## config.mk

```make
export PLATFORM = sky130hd
export DESIGN_NAME = irq_ack_ctrl
export DESIGN_NICKNAME = d
export VERILOG_FILES = /design/src/rtl/irqack_pkg.sv /design/src/rtl/irqack_link_table.sv /design/src/rtl/irqack_ack_gate.sv /design/src/rtl/irqack_chain_walker.sv /design/src/rtl/irq_ack_ctrl.sv
export SDC_FILE = /design/constraint.sdc
export NUM_CORES = 1
export LEC_CHECK = 0
export CAP_MARGIN = 5
export CELL_PAD_IN_SITES_DETAIL_PLACEMENT = 0
export CELL_PAD_IN_SITES_GLOBAL_PLACEMENT = 1
export CORE_MARGIN = 3
export CORE_UTILIZATION = 45
export DETAILED_ROUTE_END_ITERATION = 10
export PLACE_DENSITY = 0.77
export SYNTH_ARGS = -nofsm -noshare
export SYNTH_HDL_FRONTEND = slang
export SYNTH_SLANG_ARGS = --single-unit
```

## constraint.sdc

```tcl
create_clock -name clk -period 4.5 [get_ports clk]
set_clock_uncertainty 0.1 [all_clocks]
set_input_delay 1.35 -clock clk [delete_from_list [all_inputs] [get_ports clk]]
set_output_delay 1.35 -clock clk [all_outputs]
set_load 0.01 [all_outputs]
```

## src/rtl/irqack_pkg.sv

```systemverilog
package irqack_pkg;
  localparam int unsigned ID_W = 10;
  localparam logic [ID_W-1:0] NO_IRQ = 10'd1023;
  typedef logic [ID_W-1:0] irq_id_t;
  typedef enum logic {WK_IDLE, WK_STEP} walk_state_e;
endpackage

```

## src/rtl/irqack_link_table.sv

```systemverilog
module irqack_link_table
  import irqack_pkg::*;
#(
  parameter int unsigned NUM_SRC = 64
) (
  input  logic    clk,
  input  logic    rst_n,
  input  logic    wr_en,
  input  irq_id_t wr_addr,
  input  irq_id_t wr_data,
  input  irq_id_t rd_a_addr,
  output irq_id_t rd_a_data,
  input  irq_id_t rd_b_addr,
  output irq_id_t rd_b_data,
  input  irq_id_t rd_c_addr,
  output irq_id_t rd_c_data
);
  localparam int unsigned IDX_W = (NUM_SRC > 1) ? $clog2(NUM_SRC) : 1;
  localparam irq_id_t SRC_LIM = irq_id_t'(NUM_SRC);

  irq_id_t links [NUM_SRC];

  for (genvar g = 0; g < NUM_SRC; g++) begin : g_entry
    always_ff @(posedge clk or negedge rst_n) begin
      if (!rst_n) begin
        links[g] <= NO_IRQ;
      end else if (wr_en && wr_addr == irq_id_t'(g)) begin
        links[g] <= wr_data;
      end
    end
  end

  function automatic irq_id_t look(input irq_id_t a);
    if (a < SRC_LIM) return links[a[IDX_W-1:0]];
    return NO_IRQ;
  endfunction

  assign rd_a_data = look(rd_a_addr);
  assign rd_b_data = look(rd_b_addr);
  assign rd_c_data = look(rd_c_addr);


  link_write_in_range_chk: assert property (@(posedge clk) disable iff (!rst_n)
    wr_en |-> (wr_addr < SRC_LIM));
endmodule

```

## src/rtl/irqack_ack_gate.sv

```systemverilog
module irqack_ack_gate
  import irqack_pkg::*;
#(
  parameter int unsigned PRIO_W = 8
) (
  input  logic              clk,
  input  logic              rst_n,
  input  logic              take,
  input  irq_id_t           hp_id,
  input  logic [PRIO_W-1:0] hp_prio,
  input  logic              hp_bcast,
  input  logic [PRIO_W:0]   run_prio,
  output logic              grant,
  output logic              rsp_valid,
  output irq_id_t           rsp_id,
  output logic              clr_valid,
  output irq_id_t           clr_id,
  output logic              clr_all
);
  assign grant = (hp_id != NO_IRQ) && ({1'b0, hp_prio} < run_prio);

  always_ff @(posedge clk or negedge rst_n) begin
    if (!rst_n) begin
      rsp_valid <= 1'b0;
      rsp_id    <= NO_IRQ;
      clr_valid <= 1'b0;
      clr_id    <= NO_IRQ;
      clr_all   <= 1'b0;
    end else begin
      rsp_valid <= take;
      clr_valid <= take && grant;
      if (take) begin
        rsp_id <= grant ? hp_id : NO_IRQ;
      end
      if (take && grant) begin
        clr_id  <= hp_id;
        clr_all <= hp_bcast;
      end
    end
  end


  grant_rsp_chk: assert property (@(posedge clk) disable iff (!rst_n)
    (take && grant) |=> (rsp_valid && clr_valid && rsp_id == $past(hp_id)
                         && clr_all == $past(hp_bcast)));

  refuse_rsp_chk: assert property (@(posedge clk) disable iff (!rst_n)
    (take && !grant) |=> (rsp_valid && !clr_valid && rsp_id == NO_IRQ));
endmodule

```

## src/rtl/irqack_chain_walker.sv

```systemverilog
module irqack_chain_walker
  import irqack_pkg::*;
(
  input  logic    clk,
  input  logic    rst_n,
  input  logic    start,
  input  irq_id_t start_cursor,
  input  irq_id_t start_target,
  input  irq_id_t link_at_cursor,
  input  irq_id_t link_at_target,
  output logic    busy,
  output irq_id_t cursor,
  output irq_id_t target,
  output logic    splice_en,
  output irq_id_t splice_addr,
  output irq_id_t splice_data
);
  walk_state_e state_q;

  assign busy        = (state_q == WK_STEP);
  assign splice_en   = busy && (link_at_cursor != NO_IRQ) && (link_at_cursor == target);
  assign splice_addr = cursor;
  assign splice_data = link_at_target;

  always_ff @(posedge clk or negedge rst_n) begin
    if (!rst_n) begin
      state_q <= WK_IDLE;
      cursor  <= NO_IRQ;
      target  <= NO_IRQ;
    end else begin
      unique case (state_q)
        WK_IDLE: begin
          if (start) begin
            state_q <= WK_STEP;
            cursor  <= start_cursor;
            target  <= start_target;
          end
        end
        WK_STEP: begin
          if (link_at_cursor == NO_IRQ || link_at_cursor == target) begin
            state_q <= WK_IDLE;
          end else begin
            cursor <= link_at_cursor;
          end
        end
        default: state_q <= WK_IDLE;
      endcase
    end
  end


  step_cursor_chk: assert property (@(posedge clk) disable iff (!rst_n)
    busy |-> (cursor != NO_IRQ && cursor != target));

  walk_no_restart_chk: assert property (@(posedge clk) disable iff (!rst_n)
    (busy && !splice_en && link_at_cursor != NO_IRQ) |=> (busy && $stable(target)));
endmodule

```

## src/rtl/irq_ack_ctrl.sv

```systemverilog
module irq_ack_ctrl
  import irqack_pkg::*;
#(
  parameter int unsigned NUM_SRC = 64,
  parameter int unsigned PRIO_W  = 8
) (
  input  logic              clk,
  input  logic              rst_n,
  input  logic [9:0]        hp_id,
  input  logic [PRIO_W-1:0] hp_prio,
  input  logic              hp_bcast,
  input  logic              ack_valid,
  output logic              ack_ready,
  output logic              ack_rsp_valid,
  output logic [9:0]        ack_rsp_id,
  input  logic              eoi_valid,
  output logic              eoi_ready,
  input  logic [31:0]       eoi_data,
  output logic [9:0]        pred_id,
  input  logic [PRIO_W-1:0] pred_prio,
  output logic [9:0]        cpl_id,
  input  logic              cpl_edge,
  input  logic              cpl_enabled,
  input  logic              cpl_level,
  input  logic              cpl_targeted,
  output logic [9:0]        run_id,
  output logic [PRIO_W:0]   run_prio,
  output logic              busy,
  output logic              pend_clr_valid,
  output logic [9:0]        pend_clr_id,
  output logic              pend_clr_all,
  output logic              pend_set_valid,
  output logic [9:0]        pend_set_id
);
  localparam irq_id_t SRC_LIM = irq_id_t'(NUM_SRC);
  localparam logic [PRIO_W:0] IDLE_PRIO = {1'b1, {PRIO_W{1'b0}}};

  logic    ack_take, eoi_take, eoi_live, eoi_pop, eoi_walk, grant, ack_win;
  logic    repend;
  irq_id_t eoi_id;
  irq_id_t walk_cursor, walk_target, link_cursor, link_target;
  logic    splice_en;
  irq_id_t splice_addr, splice_data;
  logic    tbl_wr_en;
  irq_id_t tbl_wr_addr, tbl_wr_data;

  assign eoi_ready = !busy;
  assign ack_ready = !busy && !eoi_valid;
  assign eoi_take  = eoi_valid && eoi_ready;
  assign ack_take  = ack_valid && ack_ready;
  assign eoi_id    = eoi_data[ID_W-1:0];
  assign cpl_id    = eoi_id;
  assign eoi_live  = eoi_take && (eoi_id < SRC_LIM) && (run_id != NO_IRQ);
  assign eoi_pop   = eoi_live && (eoi_id == run_id);
  assign eoi_walk  = eoi_live && (eoi_id != run_id);
  assign ack_win   = ack_take && grant;
  assign repend    = eoi_live && !cpl_edge && cpl_enabled && cpl_level && cpl_targeted;

  irqack_ack_gate #(.PRIO_W(PRIO_W)) u_gate (
    .clk       (clk),
    .rst_n     (rst_n),
    .take      (ack_take),
    .hp_id     (hp_id),
    .hp_prio   (hp_prio),
    .hp_bcast  (hp_bcast),
    .run_prio  (run_prio),
    .grant     (grant),
    .rsp_valid (ack_rsp_valid),
    .rsp_id    (ack_rsp_id),
    .clr_valid (pend_clr_valid),
    .clr_id    (pend_clr_id),
    .clr_all   (pend_clr_all)
  );

  always_comb begin
    if (ack_win) begin
      tbl_wr_en   = 1'b1;
      tbl_wr_addr = hp_id;
      tbl_wr_data = run_id;
    end else begin
      tbl_wr_en   = splice_en;
      tbl_wr_addr = splice_addr;
      tbl_wr_data = splice_data;
    end
  end

  irqack_link_table #(.NUM_SRC(NUM_SRC)) u_links (
    .clk       (clk),
    .rst_n     (rst_n),
    .wr_en     (tbl_wr_en),
    .wr_addr   (tbl_wr_addr),
    .wr_data   (tbl_wr_data),
    .rd_a_addr (run_id),
    .rd_a_data (pred_id),
    .rd_b_addr (walk_cursor),
    .rd_b_data (link_cursor),
    .rd_c_addr (walk_target),
    .rd_c_data (link_target)
  );

  irqack_chain_walker u_walk (
    .clk            (clk),
    .rst_n          (rst_n),
    .start          (eoi_walk),
    .start_cursor   (run_id),
    .start_target   (eoi_id),
    .link_at_cursor (link_cursor),
    .link_at_target (link_target),
    .busy           (busy),
    .cursor         (walk_cursor),
    .target         (walk_target),
    .splice_en      (splice_en),
    .splice_addr    (splice_addr),
    .splice_data    (splice_data)
  );

  always_ff @(posedge clk or negedge rst_n) begin
    if (!rst_n) begin
      run_id         <= NO_IRQ;
      run_prio       <= IDLE_PRIO;
      pend_set_valid <= 1'b0;
      pend_set_id    <= NO_IRQ;
    end else begin
      if (ack_win) begin
        run_id   <= hp_id;
        run_prio <= {1'b0, hp_prio};
      end else if (eoi_pop) begin
        run_id   <= pred_id;
        run_prio <= (pred_id == NO_IRQ) ? IDLE_PRIO : {1'b0, pred_prio};
      end
      pend_set_valid <= repend;
      if (repend) pend_set_id <= eoi_id;
    end
  end


  idle_prio_chk: assert property (@(posedge clk) disable iff (!rst_n)
    (run_id == NO_IRQ) |-> (run_prio == IDLE_PRIO));

  eoi_pop_restores_chk: assert property (@(posedge clk) disable iff (!rst_n)
    eoi_pop |=> (run_id == $past(pred_id)));

  eoi_ignored_chk: assert property (@(posedge clk) disable iff (!rst_n)
    (eoi_take && !eoi_live) |=> ($stable(run_id) && $stable(run_prio) && !pend_set_valid));

  eoi_over_ack_chk: assert property (@(posedge clk) disable iff (!rst_n)
    (eoi_valid && ack_valid && !busy) |=> !ack_rsp_valid);

  walk_keeps_run_chk: assert property (@(posedge clk) disable iff (!rst_n)
    busy |=> $stable(run_id));
endmodule

```

### After elaboration in Yosys (flattened, before gate mapping)

Index checks and enable logic that the tools add are counted.

* bits in registers: 714
* input port bits: 67
* output and inout port bits: 76
* logic and storage cells: 281

* $lt $le $gt $ge: 8
* equality and inequality tests: 73
* multiplexer cells: 33
* bitwise gates (word level): 4
* reduce and logical (&&, ||, !) cells: 87

Operator list (number)
* $eq 10x6->1 const B: 32
* $mux 10: 19
* $bmux 10 s6: 3
* $eq 10x5->1 const B: 16
* $eq 10x4->1 const B: 8
* $logic_and 1x1->1: 79
* $eq 10x3->1 const B: 4
* $lt 10x7->1 const B: 4
* $ne 10x10->1 const B: 3
* $mux 9: 3
* $ge 7x7->1 const B: 3
* $not 6->7: 3
* $eq 10x10->1: 2
* $eq 10x10->1 const B: 2
* $eq 10x2->1 const B: 2
* $pmux 10 s2: 1
* $eq 10x1->1 const B: 1
* $logic_not 10->1: 1
* $ne 10x10->1: 1
* $lt 8x9->1: 1
* $mux 1: 6
* $ne 2x2->1 const B: 2
* $reduce_and 2->1: 2
* $logic_not 1->1: 3
* 4 further kinds: 4

### Longest topological paths before layout

* depth after elaboration: 11
* depth in mapped cells: 19
* mapped depth without buffers: 12

### Hierarchy

From an unflattened synthesis, not the netlist that was laid out.

* cells, all modules: 3375
* area total of the unflattened synthesis: 44910.6 um2

Modules (own cells, without submodules)
* irqack_link_table: times used 1, cells each 2947, area an instance 40552.6 um2, seq. area each 16816.1 um2
* irq_ack_ctrl: times used 1, cells each 230, area an instance 1899.3 um2, seq. area each 777.0 um2
* irqack_chain_walker: times used 1, cells each 97, area an instance 1285.0 um2, seq. area each 550.5 um2
* irqack_ack_gate: times used 1, cells each 101, area an instance 1173.6 um2, seq. area each 600.6 um2

### Worst setup path before layout

No wires, ideal clock.

* kind: reg-to-output
* start: reg run_id[0]
* end: out pred_id[5]
* arrival time: 3.178 ns
* path slack: -0.128 ns
* cell stages (with the launch flop): 10
* path buffers: 4
* path through: dfstp_2 > clkbuf_1 > clkbuf_1 > buf_1 > buf_1 > mux4_2 > mux2i_1 > a21oi_1 > o21ai_0 > nand3_1

* word-level cells in the longest chain between the ends: 6
* elaborated cells on any way between the ends: 8

RTL lines
* start, declared: line irq_ack_ctrl.sv:26 `output logic [9:0] run_id,`
* start signal, assigned: line irq_ack_ctrl.sv:125 `run_id <= hp_id;`
* start signal, assigned: line irq_ack_ctrl.sv:128 `run_id <= pred_id;`
* $not 6->7 (implied by the code): line irqack_link_table.sv:34 `if (a < SRC_LIM) return links[a[IDX_W-1:0]];`
* $bmux 10 s6: line irqack_link_table.sv:34
* $mux 10 (implied by the code) (2 in a row): line irqack_link_table.sv:34
* $mux 10: line irqack_link_table.sv:34
* $mux 10 (*): line irqack_link_table.sv:35 `return NO_IRQ;`
* end, declared: line irq_ack_ctrl.sv:19 `output logic [9:0] pred_id,`

Mark *: on every way between the ends. The rest lies on a longest branch, timed or not. The select of a mux whose other input is x is not followed.

### Worst setup path in the final report

Same ends and word-level chain as after synthesis.

==> results.tsv <==
stage	metric	value	unit
run_status	status	finished, violations left	
run_status	failing checks	negative setup slack	
sta	worst-margin pin slew	1.214	ns
drt	vias per cell	7.318	
clock_tree	CTS tree	built	
clock_tree	sinks on the clock net	714	
place	DP HPWL	142700	um
critical_path	worst endpoint required time	3.05	ns
synthesis	synth warn	0	
floorplanning	Die Wd	322.4	um
grt	vias in the first global route	39310	
clock_tree	Root Driver	clkbuf_16	
power	share of total power in sequential cells	0.256	
synthesis	top_reg_cell synth	dfstp_2	
place	final estimated routing congestion in global placement	0.9976	
clock_tree	Longest Clk Path Bufs	3	
synthesis	Async SR Flop Fraction	1.000	
power	Pwr Density	445.4	nW/um^2
synthesis	cells after synthesis	3231	
clock_tree	Clock Pin Slew Worst Setup and Hold Paths	0.07	ns
synthesis	synthesized cell area	45060	um^2
drt	DRC Markers	0	
sta	PnR worst setup slack	-0.6529	ns
synthesis	largest family of logic cells by synthesized area	multiplexers	
sta	hold_ws	0.3653	ns
final_layout	layout net count	4016	
grt	gr ovfl total	0	
grt	initial antenna violation count	3	
floorplanning	row count	115	
drt	DRT antenna net count	0	
critical_path	Worst Setup Start Kind	flop	
power	Comb pwr share	0.485	
final_layout	post-layout instance area	64690	um^2
critical_path	Critical Path End	pred_id[5]	
critical_path	r2r worst-path depth	20	
sta	Tcrit/Tclk final	1.145	
drt	total wire length	217400	um
sta	final hold vios	0	
critical_path	crit path DAT	3.70	ns
synthesis	Post-synth EDFFs	0	
sta	worst relative slew slack	0.1879	
power	P_int	17.53	mW
power	total chip power	28.81	mW
floorplanning	Core ar.	98850	um^2
critical_path	worst setup path start	run_id[0]$_DFFE_PN1P_	
clock_tree	clk_lat worst skew	0.68	ns
job	Max-Cap Viols	0	
critical_path	critical path class	reg -> out	
critical_path	crit path max fanout	8	
synthesis	Synth Area in XOR/XNOR	0.003110	
power	total net switching power	11.28	mW
sta	fmax	194.1	MHz
synthesis	Distinct cells, synth	80	
synthesis	Avg Cell Area, Syn	13.95	um^2
sta	fin. max-slew vios	0	
power	clock share of power	0.260	
place	port bufs	120	
grt	GRT Util Overall	0.4159	
critical_path	R2R Setup Slk	-0.64	ns
floorplanning	Die H	322.4	um
critical_path	reg2reg end	u_links.links[183]$_DFFE_PN1P_	
synthesis	post-synthesis adder-cell area fraction	0.001944	
min_path	Worst Hold Class	reg -> reg	
drt	DR WL/cell	41.03	um
sta	setup TNS	-285.70	ns
grt	pin count of the biggest net entering global routing	108	
sta	Final setup viols	660	
synthesis	Synth Net Count	3305	
floorplanning	I/O Pins	143	
synthesis	Post-Synth Simple-Gate Area	0.04379	
critical_path	crit end category	output pin	
final_layout	layout cell share with drive strength beyond 1	0.7768	
drt	drt pass-1 iters	6	
drt	initial DRC count	4950	
power	reported leakage power	24.17	nW
synthesis	synthesized flop and latch total	714	
synthesis	Synth Area in Compound Gates	0.1175	
drt	DR vias	38770	
sta	unrepaired setup endpoints after global routing	yes	
floorplanning	die area	104000	um^2
place	dpl cell area	52810	um^2
synthesis	Seq/Total Area, Yosys	0.4160	
synthesis	mux share of post-synthesis cell area	0.3754	
clock_tree	H-tree levels	3	
clock_tree	CTS buffer count	84	
power	Max VDD drop	326.4	uV
power	Sw Share	0.3915	
floorplanning	Initial Util	0.4558	
grt	first-pass GRT wire length	305600	um
critical_path	Critical R2R Launch	u_walk.cursor[2]$_DFFE_PN1P_	
final_layout	Layout area overhead	43.57	%
clock_tree	Hold-fix buffers, CTS	0	
sta	fin crit period	5.153	ns
==> worst min path at each step <==
stage / startpoint / to / depth (start not counted)
2_1_floorplan: u_walk.cursor[7]$_DFFE_PN1P_ / u_walk.cursor[7]$_DFFE_PN1P_ / 2
3_3_place_gp: u_gate.clr_id[3]$_DFFE_PN1N_ / u_gate.clr_id[3]$_DFFE_PN1N_ / 2
3_5_place_dp: u_gate.clr_id[0]$_DFFE_PN1N_ / u_gate.clr_id[0]$_DFFE_PN1N_ / 2
4_1_cts: u_gate.clr_id[0]$_DFFE_PN1N_ / u_gate.clr_id[0]$_DFFE_PN1N_ / 2
5_1_grt: u_gate.clr_id[7]$_DFFE_PN1N_ / u_gate.clr_id[7]$_DFFE_PN1N_ / 2
6_report: u_gate.clr_id[7]$_DFFE_PN1N_ / u_gate.clr_id[7]$_DFFE_PN1N_ / 2
==> logic make-up after synthesis <==
logic type               count (synthesis)
XOR/XNOR                                16
multiplexers                           960
flip-flops                             714
buffers and inverters                  389
AND/OR/NAND/NOR                        386
adder cells (fa/ha/maj)                  7
AO/OA/AOI/OAI                          759
==> registers in the layout (all words and copies together) (netlist names) <==
signal            flops
u_gate.clr_valid      1
pend_set_valid        1
u_gate.clr_id        10
u_walk.busy           1
u_walk.target        10
u_gate.clr_all        1
u_gate.rsp_id        10
u_gate.rsp_valid      1
run_id               10
run_prio              9
u_walk.cursor        10
u_links.links       640
pend_set_id          10
==> stage by stage <==
stage	instances	utilization	setup WS, ns
after CTS	5246	0.6415	-0.6296
final	5298	0.6544	-0.6529
after global routing	5297	0.6544	-0.6836
after global placement	4913	0.5342	-1.070
after floorplan	3231	-	-0.03048
after detailed placement	4913	0.5342	-1.122
==> timing repair <==
item | 4_1_cts | 5_1_grt
setup buffers | 131 | 68
cloned | 56 | 2
endpoints found under the hold margin | 0 | 0
resized for setup | 1196 | 246
pin swaps | 184 | 64
setup endpoints to repair | 661 | 663
==> layout make-up <==
type | instances | area [um^2]
clock buffers | 124 | 2486
inverters | 25 | 95.09
fillers | 6677 | 34160
diodes | 2 | 5.005
well taps | 1287 | 1610
clock inverters | 29 | 464.2
multi-input cells | 2128 | 29070
flip-flops and latches | 714 | 18770
repair buffers | 989 | 12190
==> Yosys cell counts, types with 14 or more instances <==
library cell  instances  area (um^2)
o2bb2ai_1           238         2085
nor4_1               14        87.58
nand2b_1             41        256.5
o22a_1               20        175.2
mux2_2              203         2286
o31ai_1              18        135.1
buf_6                21        236.5
buf_1                51        191.4
nand2_1             174        653.1
nand3_1              35        175.2
a21oi_1              32        160.2
dfstp_2             701        18420
o21ai_1              14        70.07
o21ai_0             285         1426
inv_1                24        90.09
a22oi_1              32        240.2
a221oi_1             16        140.1
mux2i_1             120         1201
buf_4                27        202.7
a31oi_1              24        150.1
nor2_1               30        112.6
or2_1                15        93.84
mux2_4               71         1066
buf_2                75        375.4
mux4_2              529        11910
mux2_1               35        394.1
clkbuf_1            181        679.4
==> cell usage in the layout, fill, tap and decap left out, types with 27 or more instances in the layout <==
master             n
dfstp_2          693
mux4_2           531
buf_4            459
mux2_4           252
buf_12           205
nand2_1          172
o2bb2ai_2        156
o21ai_2          123
buf_6            115
clkdlybuf4s50_1  109
mux2i_1          100
clkbuf_16         91
o21ai_1           88
o21ai_0           75
o2bb2ai_4         69
mux2_2            57
buf_16            53
buf_8             39
nand2b_4          27
==> power groups by stage <==
stage	clock, mW	sequential [mW]	combinational (mW)
3_5_place_dp	0	7.52	11.5
4_1_cts	7.49	7.34	13.0
2_1_floorplan	0	7.16	5.69
3_3_place_gp	0	7.50	11.4
5_1_grt	7.77	7.38	14.2
6_report	7.48	7.37	14.0
==> routing by layer <==
metal | vias up | track usage | part of all wire
met1 | 20090 | 0.5057 | 0.34
met3 | 912 | 0.1699 | 0.14
met5 | - | 0.005442 | 0.00044
met4 | 4 | 0.2913 | 0.088
li1 | 14430 | - | -
met2 | 3338 | 0.6027 | 0.43
==> critical path, stage by stage (launching register included) <==
cell	delay (ns)
dfstp_4	0.65
buf_12	0.16
buf_8	0.14
buf_4	0.12
buf_12	0.14
mux4_2	0.52
mux2i_1	0.21
a221oi_1	0.14
buf_4	0.23
a22oi_2	0.23
nand3_2	0.16
buf_6	0.19
buf_6	0.12
(Power assumes the default switching activity.)
